--- src/rtl/spi_sel_pkg.sv ---
package spi_sel_pkg;

   // Position in the byte of the bit handled at step cnt of a transfer.
   function automatic int unsigned step_to_bit(input int unsigned cnt,
                                               input logic lsb,
                                               input int unsigned width);
      return lsb ? cnt : (width - 1 - cnt);
   endfunction

   typedef enum logic [1:0] {
      PIN_SCK  = 2'd2,
      PIN_SSN  = 2'd1,
      PIN_MOSI = 2'd0
   } pin_slot_e;

endpackage

--- src/rtl/spi_sel_sync.sv ---
module spi_sel_sync #(
   parameter int              WIDTH   = 3,
   parameter int              STAGES  = 2,
   parameter logic [WIDTH-1:0] RST_VAL = '0
) (
   input  logic             clk,
   input  logic             rst_n,
   input  logic [WIDTH-1:0] d,
   output logic [WIDTH-1:0] q
);

   if (STAGES < 2) begin : g_bad_stages
      $error("spi_sel_sync: STAGES must be at least 2");
   end

   for (genvar s = 0; s < STAGES; s++) begin : g_stg
      logic [WIDTH-1:0] r;
      if (s == 0) begin : g_first
         always_ff @(posedge clk or negedge rst_n) begin
            if (!rst_n) r <= RST_VAL;
            else        r <= d;
         end
      end else begin : g_next
         always_ff @(posedge clk or negedge rst_n) begin
            if (!rst_n) r <= RST_VAL;
            else        r <= g_stg[s-1].r;
         end
      end
   end

   assign q = g_stg[STAGES-1].r;

endmodule

--- src/rtl/spi_sel_txbuf.sv ---
module spi_sel_txbuf #(
   parameter int DATA_W = 8
) (
   input  logic              clk,
   input  logic              rst_n,
   input  logic [DATA_W-1:0] tx_data,
   input  logic              tx_wr,
   input  logic              busy,
   input  logic              consume,
   output logic [DATA_W-1:0] sh_word,
   output logic              tx_empty
);

   logic [DATA_W-1:0] hold_q;
   logic              hold_v;
   logic              sh_v;
   logic              take;
   logic              load;

   always_comb begin
      take = tx_wr & ~hold_v;
      load = hold_v & ~sh_v & ~busy & ~consume;
   end

   always_ff @(posedge clk or negedge rst_n) begin
      if (!rst_n) begin
         hold_q  <= '0;
         hold_v  <= 1'b0;
         sh_word <= '0;
         sh_v    <= 1'b0;
      end else begin
         if (take) begin
            hold_q <= tx_data;
            hold_v <= 1'b1;
         end
         if (consume) begin
            sh_word <= '0;
            sh_v    <= 1'b0;
         end else if (load) begin
            sh_word <= hold_q;
            sh_v    <= 1'b1;
            hold_v  <= 1'b0;
         end
      end
   end

   assign tx_empty = ~hold_v;

endmodule

--- src/rtl/spi_sel_engine.sv ---
module spi_sel_engine
   import spi_sel_pkg::*;
#(
   parameter int DATA_W = 8
) (
   input  logic              clk,
   input  logic              rst_n,
   input  logic              cpol,
   input  logic              cpha,
   input  logic              lsb_first,
   input  logic              sck_s,
   input  logic              ss_n_s,
   input  logic              mosi_s,
   input  logic [DATA_W-1:0] tx_word,
   output logic              miso_o,
   output logic [DATA_W-1:0] rx_word,
   output logic              rx_done,
   output logic              busy
);

   localparam int CNT_W = (DATA_W > 2) ? $clog2(DATA_W) : 1;
   localparam logic [CNT_W-1:0] LAST_STEP = CNT_W'(DATA_W - 1);

   logic              sck_q;
   logic [CNT_W-1:0]  cnt;
   logic              started;
   logic              wait_hi;
   logic              inflight;
   logic [DATA_W-1:0] rx_sh;
   logic [DATA_W-1:0] rx_next;
   logic [CNT_W-1:0]  idx;
   logic              sel, chg, lead, trail, last, samp, adv;

   always_comb begin
      sel   = ~ss_n_s;
      chg   = sck_s ^ sck_q;
      lead  = chg & (sck_s ^ cpol);
      trail = chg & ~(sck_s ^ cpol);
      last  = (cnt == LAST_STEP);
      idx   = CNT_W'(step_to_bit(int'(cnt), lsb_first, DATA_W));
      rx_next      = rx_sh;
      rx_next[idx] = mosi_s;
      if (cpha) begin
         samp = sel & started & trail;
         adv  = 1'b0;
      end else begin
         samp = sel & ~wait_hi & lead;
         adv  = sel & ~wait_hi & inflight & trail & ~last;
      end
      if (cpha) miso_o = started & tx_word[idx];
      else      miso_o = sel & ~wait_hi & tx_word[idx];
   end

   always_ff @(posedge clk or negedge rst_n) begin
      if (!rst_n) begin
         sck_q    <= 1'b0;
         cnt      <= '0;
         started  <= 1'b0;
         wait_hi  <= 1'b0;
         inflight <= 1'b0;
         rx_sh    <= '0;
         rx_word  <= '0;
         rx_done  <= 1'b0;
      end else begin
         sck_q   <= sck_s;
         rx_done <= 1'b0;
         if (!sel) begin
            cnt      <= '0;
            started  <= 1'b0;
            wait_hi  <= 1'b0;
            inflight <= 1'b0;
         end else if (cpha) begin
            if (lead) begin
               started  <= 1'b1;
               inflight <= 1'b1;
               if (started) cnt <= cnt + 1'b1;
            end
            if (samp) begin
               rx_sh <= rx_next;
               if (last) begin
                  cnt      <= '0;
                  started  <= 1'b0;
                  inflight <= 1'b0;
                  rx_done  <= 1'b1;
                  rx_word  <= rx_next;
               end
            end
         end else begin
            if (samp) begin
               rx_sh    <= rx_next;
               inflight <= 1'b1;
               if (last) begin
                  cnt      <= '0;
                  wait_hi  <= 1'b1;
                  inflight <= 1'b0;
                  rx_done  <= 1'b1;
                  rx_word  <= rx_next;
               end
            end
            if (adv) cnt <= cnt + 1'b1;
         end
      end
   end

   assign busy = inflight;

endmodule

--- src/rtl/spi_sel_rxbuf.sv ---
module spi_sel_rxbuf #(
   parameter int DATA_W = 8
) (
   input  logic              clk,
   input  logic              rst_n,
   input  logic              rx_done,
   input  logic [DATA_W-1:0] rx_word,
   input  logic              rx_rd,
   output logic [DATA_W-1:0] rx_data,
   output logic              rx_full
);

   always_ff @(posedge clk or negedge rst_n) begin
      if (!rst_n) begin
         rx_data <= '0;
         rx_full <= 1'b0;
      end else begin
         if (rx_rd) rx_full <= 1'b0;
         if (rx_done && !rx_full) begin
            rx_data <= rx_word;
            rx_full <= 1'b1;
         end
      end
   end

endmodule

--- src/rtl/spi_sel_slave.sv ---
module spi_sel_slave
   import spi_sel_pkg::*;
#(
   parameter int DATA_W      = 8,
   parameter int SYNC_STAGES = 2
) (
   input  logic              clk,
   input  logic              rst_n,
   input  logic              cpol,
   input  logic              cpha,
   input  logic              lsb_first,
   input  logic              sck_i,
   input  logic              ss_n_i,
   input  logic              mosi_i,
   output logic              miso_o,
   input  logic [DATA_W-1:0] tx_data,
   input  logic              tx_wr,
   output logic              tx_empty,
   output logic [DATA_W-1:0] rx_data,
   input  logic              rx_rd,
   output logic              rx_full
);

   localparam int         PIN_N   = 3;
   localparam logic [2:0] PIN_RST = 3'b010;

   if (DATA_W < 2) begin : g_bad_width
      $error("spi_sel_slave: DATA_W must be at least 2");
   end
   if (SYNC_STAGES < 2) begin : g_bad_sync
      $error("spi_sel_slave: SYNC_STAGES must be at least 2");
   end

   logic [PIN_N-1:0]  pins_raw;
   logic [PIN_N-1:0]  pins_s;
   logic [DATA_W-1:0] sh_word;
   logic [DATA_W-1:0] rx_word;
   logic              rx_done;
   logic              busy;

   always_comb begin
      pins_raw           = '0;
      pins_raw[PIN_SCK]  = sck_i;
      pins_raw[PIN_SSN]  = ss_n_i;
      pins_raw[PIN_MOSI] = mosi_i;
   end

   spi_sel_sync #(
      .WIDTH   (PIN_N),
      .STAGES  (SYNC_STAGES),
      .RST_VAL (PIN_RST)
   ) u_sync (
      .clk   (clk),
      .rst_n (rst_n),
      .d     (pins_raw),
      .q     (pins_s)
   );

   spi_sel_txbuf #(.DATA_W(DATA_W)) u_txbuf (
      .clk      (clk),
      .rst_n    (rst_n),
      .tx_data  (tx_data),
      .tx_wr    (tx_wr),
      .busy     (busy),
      .consume  (rx_done),
      .sh_word  (sh_word),
      .tx_empty (tx_empty)
   );

   spi_sel_engine #(.DATA_W(DATA_W)) u_engine (
      .clk       (clk),
      .rst_n     (rst_n),
      .cpol      (cpol),
      .cpha      (cpha),
      .lsb_first (lsb_first),
      .sck_s     (pins_s[PIN_SCK]),
      .ss_n_s    (pins_s[PIN_SSN]),
      .mosi_s    (pins_s[PIN_MOSI]),
      .tx_word   (sh_word),
      .miso_o    (miso_o),
      .rx_word   (rx_word),
      .rx_done   (rx_done),
      .busy      (busy)
   );

   spi_sel_rxbuf #(.DATA_W(DATA_W)) u_rxbuf (
      .clk     (clk),
      .rst_n   (rst_n),
      .rx_done (rx_done),
      .rx_word (rx_word),
      .rx_rd   (rx_rd),
      .rx_data (rx_data),
      .rx_full (rx_full)
   );

endmodule

--- config.mk ---
export PLATFORM = sky130hd
export DESIGN_NAME = spi_sel_slave
export DESIGN_NICKNAME = d
export VERILOG_FILES = /design/src/rtl/spi_sel_pkg.sv /design/src/rtl/spi_sel_sync.sv /design/src/rtl/spi_sel_txbuf.sv /design/src/rtl/spi_sel_engine.sv /design/src/rtl/spi_sel_rxbuf.sv /design/src/rtl/spi_sel_slave.sv
export SDC_FILE = /design/constraint.sdc
export NUM_CORES = 1
export LEC_CHECK = 0
export BUFFER_PORTS_ARGS = -buffer_cell sky130_fd_sc_hd__buf_2
export CORE_ASPECT_RATIO = 0.9
export CORE_MARGIN = 3
export CORE_UTILIZATION = 48
export CTS_BUF_LIST = sky130_fd_sc_hd__clkbuf_16
export DETAILED_ROUTE_END_ITERATION = 6
export GPL_TIMING_DRIVEN = 0
export PLACE_DENSITY = 0.67
export SETUP_SLACK_MARGIN = 0.3
export SLEW_MARGIN = 40
export SYNTH_ARGS = -nofsm -noshare
export SYNTH_HDL_FRONTEND = slang
export SYNTH_SLANG_ARGS = --single-unit
--- constraint.sdc ---
create_clock -name clk -period 2.7 [get_ports clk]
set_input_delay 0.405 -clock clk [delete_from_list [all_inputs] [get_ports clk]]
set_output_delay 0.405 -clock clk [all_outputs]
set_load 0.01 [all_outputs]
* Word-level counts from Yosys, hierarchy flattened
Index checks and enable logic that the tools add are counted.
Storage, ports and cells: register bits after elaboration 57, word-level logic and storage cells 108, input bits 18, output and inout port bits 11
Cells by class: multiplexer cells 46, reduce and logical (&&, ||, !) cells 15, magnitude comparators 2, equality and inequality tests 2, $add $sub $neg 2, bitwise logic cells 25
Operator list (count):
- 1-bit 2-to-1 mux | 31
- 3-bit 2-to-1 mux | 10
- 8-bit 2-to-1 mux | 2
- 1-bit bitwise AND | 15
- 2-bit nonzero test | 5
- 8-bit bitwise mux | 1
- 1-bit NOT | 8
- 4-bit nonzero test | 2
- 3-bit AND reduction | 2
- 3-bit by 4-bit < comparator with 1-bit output, second input constant | 1
- 2-bit AND reduction | 2
- 3-bit by 1-bit adder with 3-bit output, second input constant | 1
- 1-bit binary-select mux with 3-bit select | 1
- 1-bit demux with 3-bit select | 1
- 3-bit == test, second input constant | 1
- 3-bit by 1-bit greater-or-equal comparator with 1-bit output, second input constant | 1
- 3-bit nonzero test | 1
- 3-bit subtractor, first input constant | 1
- 1-bit logical AND | 2
- 2-bit by 1-bit inequality test with 1-bit output, second input constant | 1
- 1-bit XOR | 2
- 1-bit zero test | 1

* Depth between registers and ports, before layout
word-level depth 9, mapped depth 7, gate-level depth less buffers 7

* By module
From an unflattened synthesis, not the netlist that was laid out.
Unflattened totals: cell total of the unflattened synthesis 271, area total of the unflattened synthesis 3181.8 um^2
By module, submodules not included:
- spi_sel_engine | instances 1, area an instance 1826.8 um^2, cells each 183, seq. area each 600.6 um^2
- spi_sel_txbuf | instances 1, area an instance 828.3 um^2, cells each 61, seq. area each 450.4 um^2
- spi_sel_rxbuf | instances 1, area an instance 374.1 um^2, cells each 21, seq. area each 225.2 um^2
- spi_sel_sync | instances 1, area an instance 152.6 um^2, cells each 6, seq. area each 152.6 um^2

* Worst setup path after synthesis
OpenSTA, ideal clock, no wires.
kind register to register, start point register u_engine.cnt[0], end point register u_engine.cnt[2], library setup time 0.094 ns, data required time 2.606 ns, buffers on the path 0, arrival time 1.817 ns, path slack 0.789 ns, stages on the path, launching flop included 8, period minus slack after synthesis 1.911 ns, cells stage by stage dfrtp_1 ha_1 ha_1 nor2b_1 a22o_1 a222oi_1 a22oi_1 a211oi_1
On the way: word-level cells in the longest chain between the ends 7, elaborated cells between the ends (all ways) 15, those cells by class add/sub: 1; eq/ne: 1; mux: 8; bitwise: 2; reduce/logical: 3
Ends and longest elaborated chain:
- start: declaration | line spi_sel_engine.sv:25 | logic [CNT_W-1:0] cnt;
- start signal: assignment | line spi_sel_engine.sv:76 | if (started) cnt <= cnt + 1'b1;
- start signal: assignment | line spi_sel_engine.sv:100 | if (adv) cnt <= cnt + 1'b1;
- 3-bit by 1-bit adder with 3-bit output / 3-bit == test (equally long branches) | line spi_sel_engine.sv:76, spi_sel_engine.sv:100, spi_sel_engine.sv:39
- 3-bit 2-to-1 mux / 1-bit NOT (equally long branches) | line spi_sel_engine.sv:76, spi_sel_engine.sv:48
- 3-bit 2-to-1 mux / 1-bit bitwise AND (equally long branches) | line spi_sel_engine.sv:73, spi_sel_engine.sv:48
- 3-bit 2-to-1 mux / 1-bit 2-to-1 mux (equally long branches) | line spi_sel_engine.sv:80, spi_sel_engine.sv:43
- 3-bit 2-to-1 mux, on equally long branches | line spi_sel_engine.sv:78, spi_sel_engine.sv:100
- 3-bit 2-to-1 mux | line spi_sel_engine.sv:72 | end else if (cpha) begin
- 3-bit 2-to-1 mux | line spi_sel_engine.sv:67 | if (!sel) begin
Parallel ways exist; a longest one is shown, timed or not. A chain may end at the register's enable or synchronous reset.

* Worst setup path in the final report
start point register u_engine.cnt[1], end point output miso_o
On the way: word-level cells in the longest chain between the ends 6, elaborated cells between the ends (all ways) 7, those cells by class add/sub: 1; mux: 4; bitwise: 2
Ends and longest elaborated chain:
- 3-bit subtractor | line spi_sel_pkg.sv:7 | return lsb ? cnt : (width - 1 - cnt);
- 3-bit 2-to-1 mux (*) | line spi_sel_pkg.sv:7
- 1-bit binary-select mux with 3-bit select (*) | line spi_sel_engine.sv:50, spi_sel_engine.sv:51
- 1-bit 2-to-1 mux (not written as such) (*) | line spi_sel_engine.sv:50, spi_sel_engine.sv:51
- 1-bit bitwise AND, on equally long branches | line spi_sel_engine.sv:51, spi_sel_engine.sv:50
- 1-bit 2-to-1 mux (*) | line spi_sel_engine.sv:50 | if (cpha) miso_o = started & tx_word[idx];
- end: declaration | line spi_sel_slave.sv:15 | output logic miso_o,
Mark *: on every way between the ends. The rest lies on a longest branch, timed or not. The select of a mux whose other input is x is not followed.

==> metrics.csv <==
metric,value,unit
layout_commonest_cell,dfrtp_1,
cap_violations,0,
layout_common_cells,"dfrtp_1, buf_2, nand2_1",
die_w,86.0,um
num_rows,25,
firstDrtPassIters,4,
drt_iter0_drc,107,
crit_path_max_fanout,6,
avgSynthCellArea,10.4,um2
synth_mux_area_share,14.0,%
synth-edff-count,0,
startpoint,u_engine.cnt[1]$_DFFE_PN0P_,
via_per_inst,5.48,
die_height,78.0,um
clk_latency,320,ps
area_growth_syn_to_layout,21.8,%
skew,3.18,ps
grt_pass1_wl,9.64,mm
portBuffers,27,
cts_tree,done,
endpoint,miso_o,
arrival,1940,ps
clockBufferDepth,2,
fin_setup_tns,0,ps
final_area,3370,um2
cp-start-kind,register,
power_frac_clock,48.9,%
synth-xor-area-share,0,%
synth_area,2770,um2
wl_per_cell,14.8,um
die_area,6710,um2
slew_headroom,53.7,%
ios,29,
synth_ff_type,dfrtp_1,
grt_max_degree,58,
synth.distinct_cells,45,
maxSlewViolCount,0,
fin_crit,2350,ps
drive_above_1_share,25.4,%
nets,330,
cts.sinks,57,
crit-reg2reg-launch,u_engine.cnt[0]$_DFFE_PN0P_,
antenna_found_initial,0,
synth-simple-area-share,13.1,%
rrSetupSlack,560,ps
start_util,51.1,%
syn_inst,266,
antenna_cells,0,
rr_worst_depth,8,
synthAdderAreaFrac,0.905,%
power_frac_comb,10.5,%
dr_total_vias,2093,
report.final.setup_viol,0,
tightest_slew,694,ps
rr_endpoint,u_engine.cnt[2]$_DFFE_PN0P_,
swShare,23.8,%
crit_required,2300,ps
max_freq,0.426,GHz
rsz0062_at_grt,yes,
p_switching,0.584,mW
synth_top_family_by_area,compound AO/OA/AOI/OAI gates,
powerDensity,729,nW/um2
hold_viol,0,
placed_cell_area,2990,um2
fin_crit_sh,87.0,%
p_int,1.87,mW
seqPwrFrac,40.5,%
cts_buffers,9,
yosys_register_bits,57,
dp_hpwl,3.81,mm
h-tree-depth,3,
cts_root_buf,clkbuf_16,
path_clk_slew,50,ps
core,5410,um2
synth_compound_area_share,14.7,%
drc,0,
async_flop_share,100,%
yosysWarnings,0,
outcome,finished clean,
grt_overflow,0,
gp_congestion,0.839,
hold_class,primary input to asynchronous set/reset pin,
track_usage,18.6,%
syn_nets,286,
endpoint_kind,output pin,
synth-seq-area-share,51.7,%
leakage,1.54,nW
postRouteAntennaNets,0,
hold_buffers,0,
routed_wl,5.65,mm
peakVddDrop,0.656,mV
criticalPathCategory,register to output pin,
first_global_vias,2028,
timing repair:
item | CTS | global route
setup buffers | 0 | 6
setup endpoints to repair | 1 | 1
gates resized for setup | 5 | 2
pin swaps | 1 | 3
worst max-delay path, stage by stage (launching register included):
cell and delay [ps]:
dfrtp_1 400, buf_6 140, buf_4 140, mux4_2 200, and3_1 150, a31oi_1 40, a222oi_1 360, buf_2 190
state kept, by name, summed over array words and instances (netlist names):
| name | cells |
|---|---|
| u_engine.busy | 1 |
| u_engine.cnt | 3 |
| u_engine.rx_done | 1 |
| u_engine.rx_sh | 8 |
| u_engine.rx_word | 8 |
| u_engine.sck_q | 1 |
| u_engine.started | 1 |
| u_engine.wait_hi | 1 |
| u_rxbuf.rx_data | 8 |
| u_rxbuf.rx_full | 1 |
| u_sync.g_stg.r | 3 |
| u_sync.q | 3 |
| u_txbuf.hold_q | 8 |
| u_txbuf.hold_v | 1 |
| u_txbuf.sh_v | 1 |
| u_txbuf.sh_word | 8 |
worst min path at each step:
| stage | from | endpoint | slack, ps | depth (start not counted) |
|---|---|---|---|---|
| floorplan | rst_n | u_engine.busy$_DFFE_PN0P_ | 110 | 0 |
| global placement | u_sync.g_stg[0].r[0]$_DFF_PN0_ | u_sync.q[0]$_DFF_PN0_ | 330 | 0 |
| detailed placement | u_sync.g_stg[0].r[2]$_DFF_PN0_ | u_sync.q[2]$_DFF_PN0_ | 340 | 0 |
| CTS | rst_n | u_rxbuf.rx_data[2]$_DFFE_PN0P_ | 150 | 1 |
| global route | rst_n | u_engine.rx_word[1]$_DFFE_PN0P_ | 170 | 1 |
| finish | rst_n | u_rxbuf.rx_data[2]$_DFFE_PN0P_ | 120 | 1 |
final cells by class:
cell class	count	area (um2)
Timing Repair Buffer	33	183
Sequential cell	57	1430
Inverter	18	67.6
Tap cell	67	83.8
Fill cell	461	2040
Buffer	17	105
Clock buffer	9	225
Multi-Input combinational cell	174	1180
Clock inverter	7	93.8
stage by stage:
| stage | total power, mW | util (%) | cells | setup WS (ps) | hold slack [ps] |
|---|---|---|---|---|---|
| finish | 2.45 | 62.2 | 382 | 351 | 124 |
| global route | 2.57 | 62.2 | 382 | 231 | 168 |
| CTS | 2.48 | 61.3 | 376 | 333 | 155 |
| detailed placement | 1.26 | 55.2 | 360 | 439 | 340 |
| global placement | 1.24 | 55.1 | 360 | 439 | 332 |
| floorplan | 1.17 | - | 266 | 789 | 109 |
cell usage after synthesis, drive strengths merged, types with 2 or more instances:
master / count / share of area, %
a222oi: 2 / 0.72
a22oi: 4 / 1.1
dfstp: 2 / 1.9
nor2b: 8 / 1.8
nor3: 5 / 0.90
ha: 2 / 0.90
nand2b: 3 / 0.68
o21ai: 19 / 3.4
a211oi: 3 / 0.81
nor2: 25 / 3.7
o22ai: 4 / 0.90
nand3: 2 / 0.36
dfrtp: 55 / 50
o211ai: 3 / 0.81
mux4: 2 / 1.6
buf: 12 / 2.5
nand2: 27 / 3.7
inv: 18 / 2.4
mux2: 9 / 3.7
a31oi: 3 / 0.68
mux2i: 24 / 8.7
clkbuf: 5 / 0.68
a21oi: 11 / 2.0
cells by family after synthesis:
group | count (synthesis)
compound gates | 60
fa+ha+maj | 2
buf+inv | 35
flops | 57
mux | 35
simple gates | 77
routing by layer:
metal,wire [um],global-route usage [%]
met5,0,0
met4,68,7.44
met3,225,6.37
met2,2690,27.4
met1,2660,25.0
power by group through the flow:
stage / Combinational (mW) / Sequential (mW) / Clock [mW]
2_1_floorplan: 0.182 / 0.992 / 0
3_3_place_gp: 0.239 / 1.00 / 0
3_5_place_dp: 0.248 / 1.01 / 0
4_1_cts: 0.253 / 0.995 / 1.23
5_1_grt: 0.296 / 1.00 / 1.27
6_report: 0.259 / 0.995 / 1.20
Power figures use the tool's default switching activity.
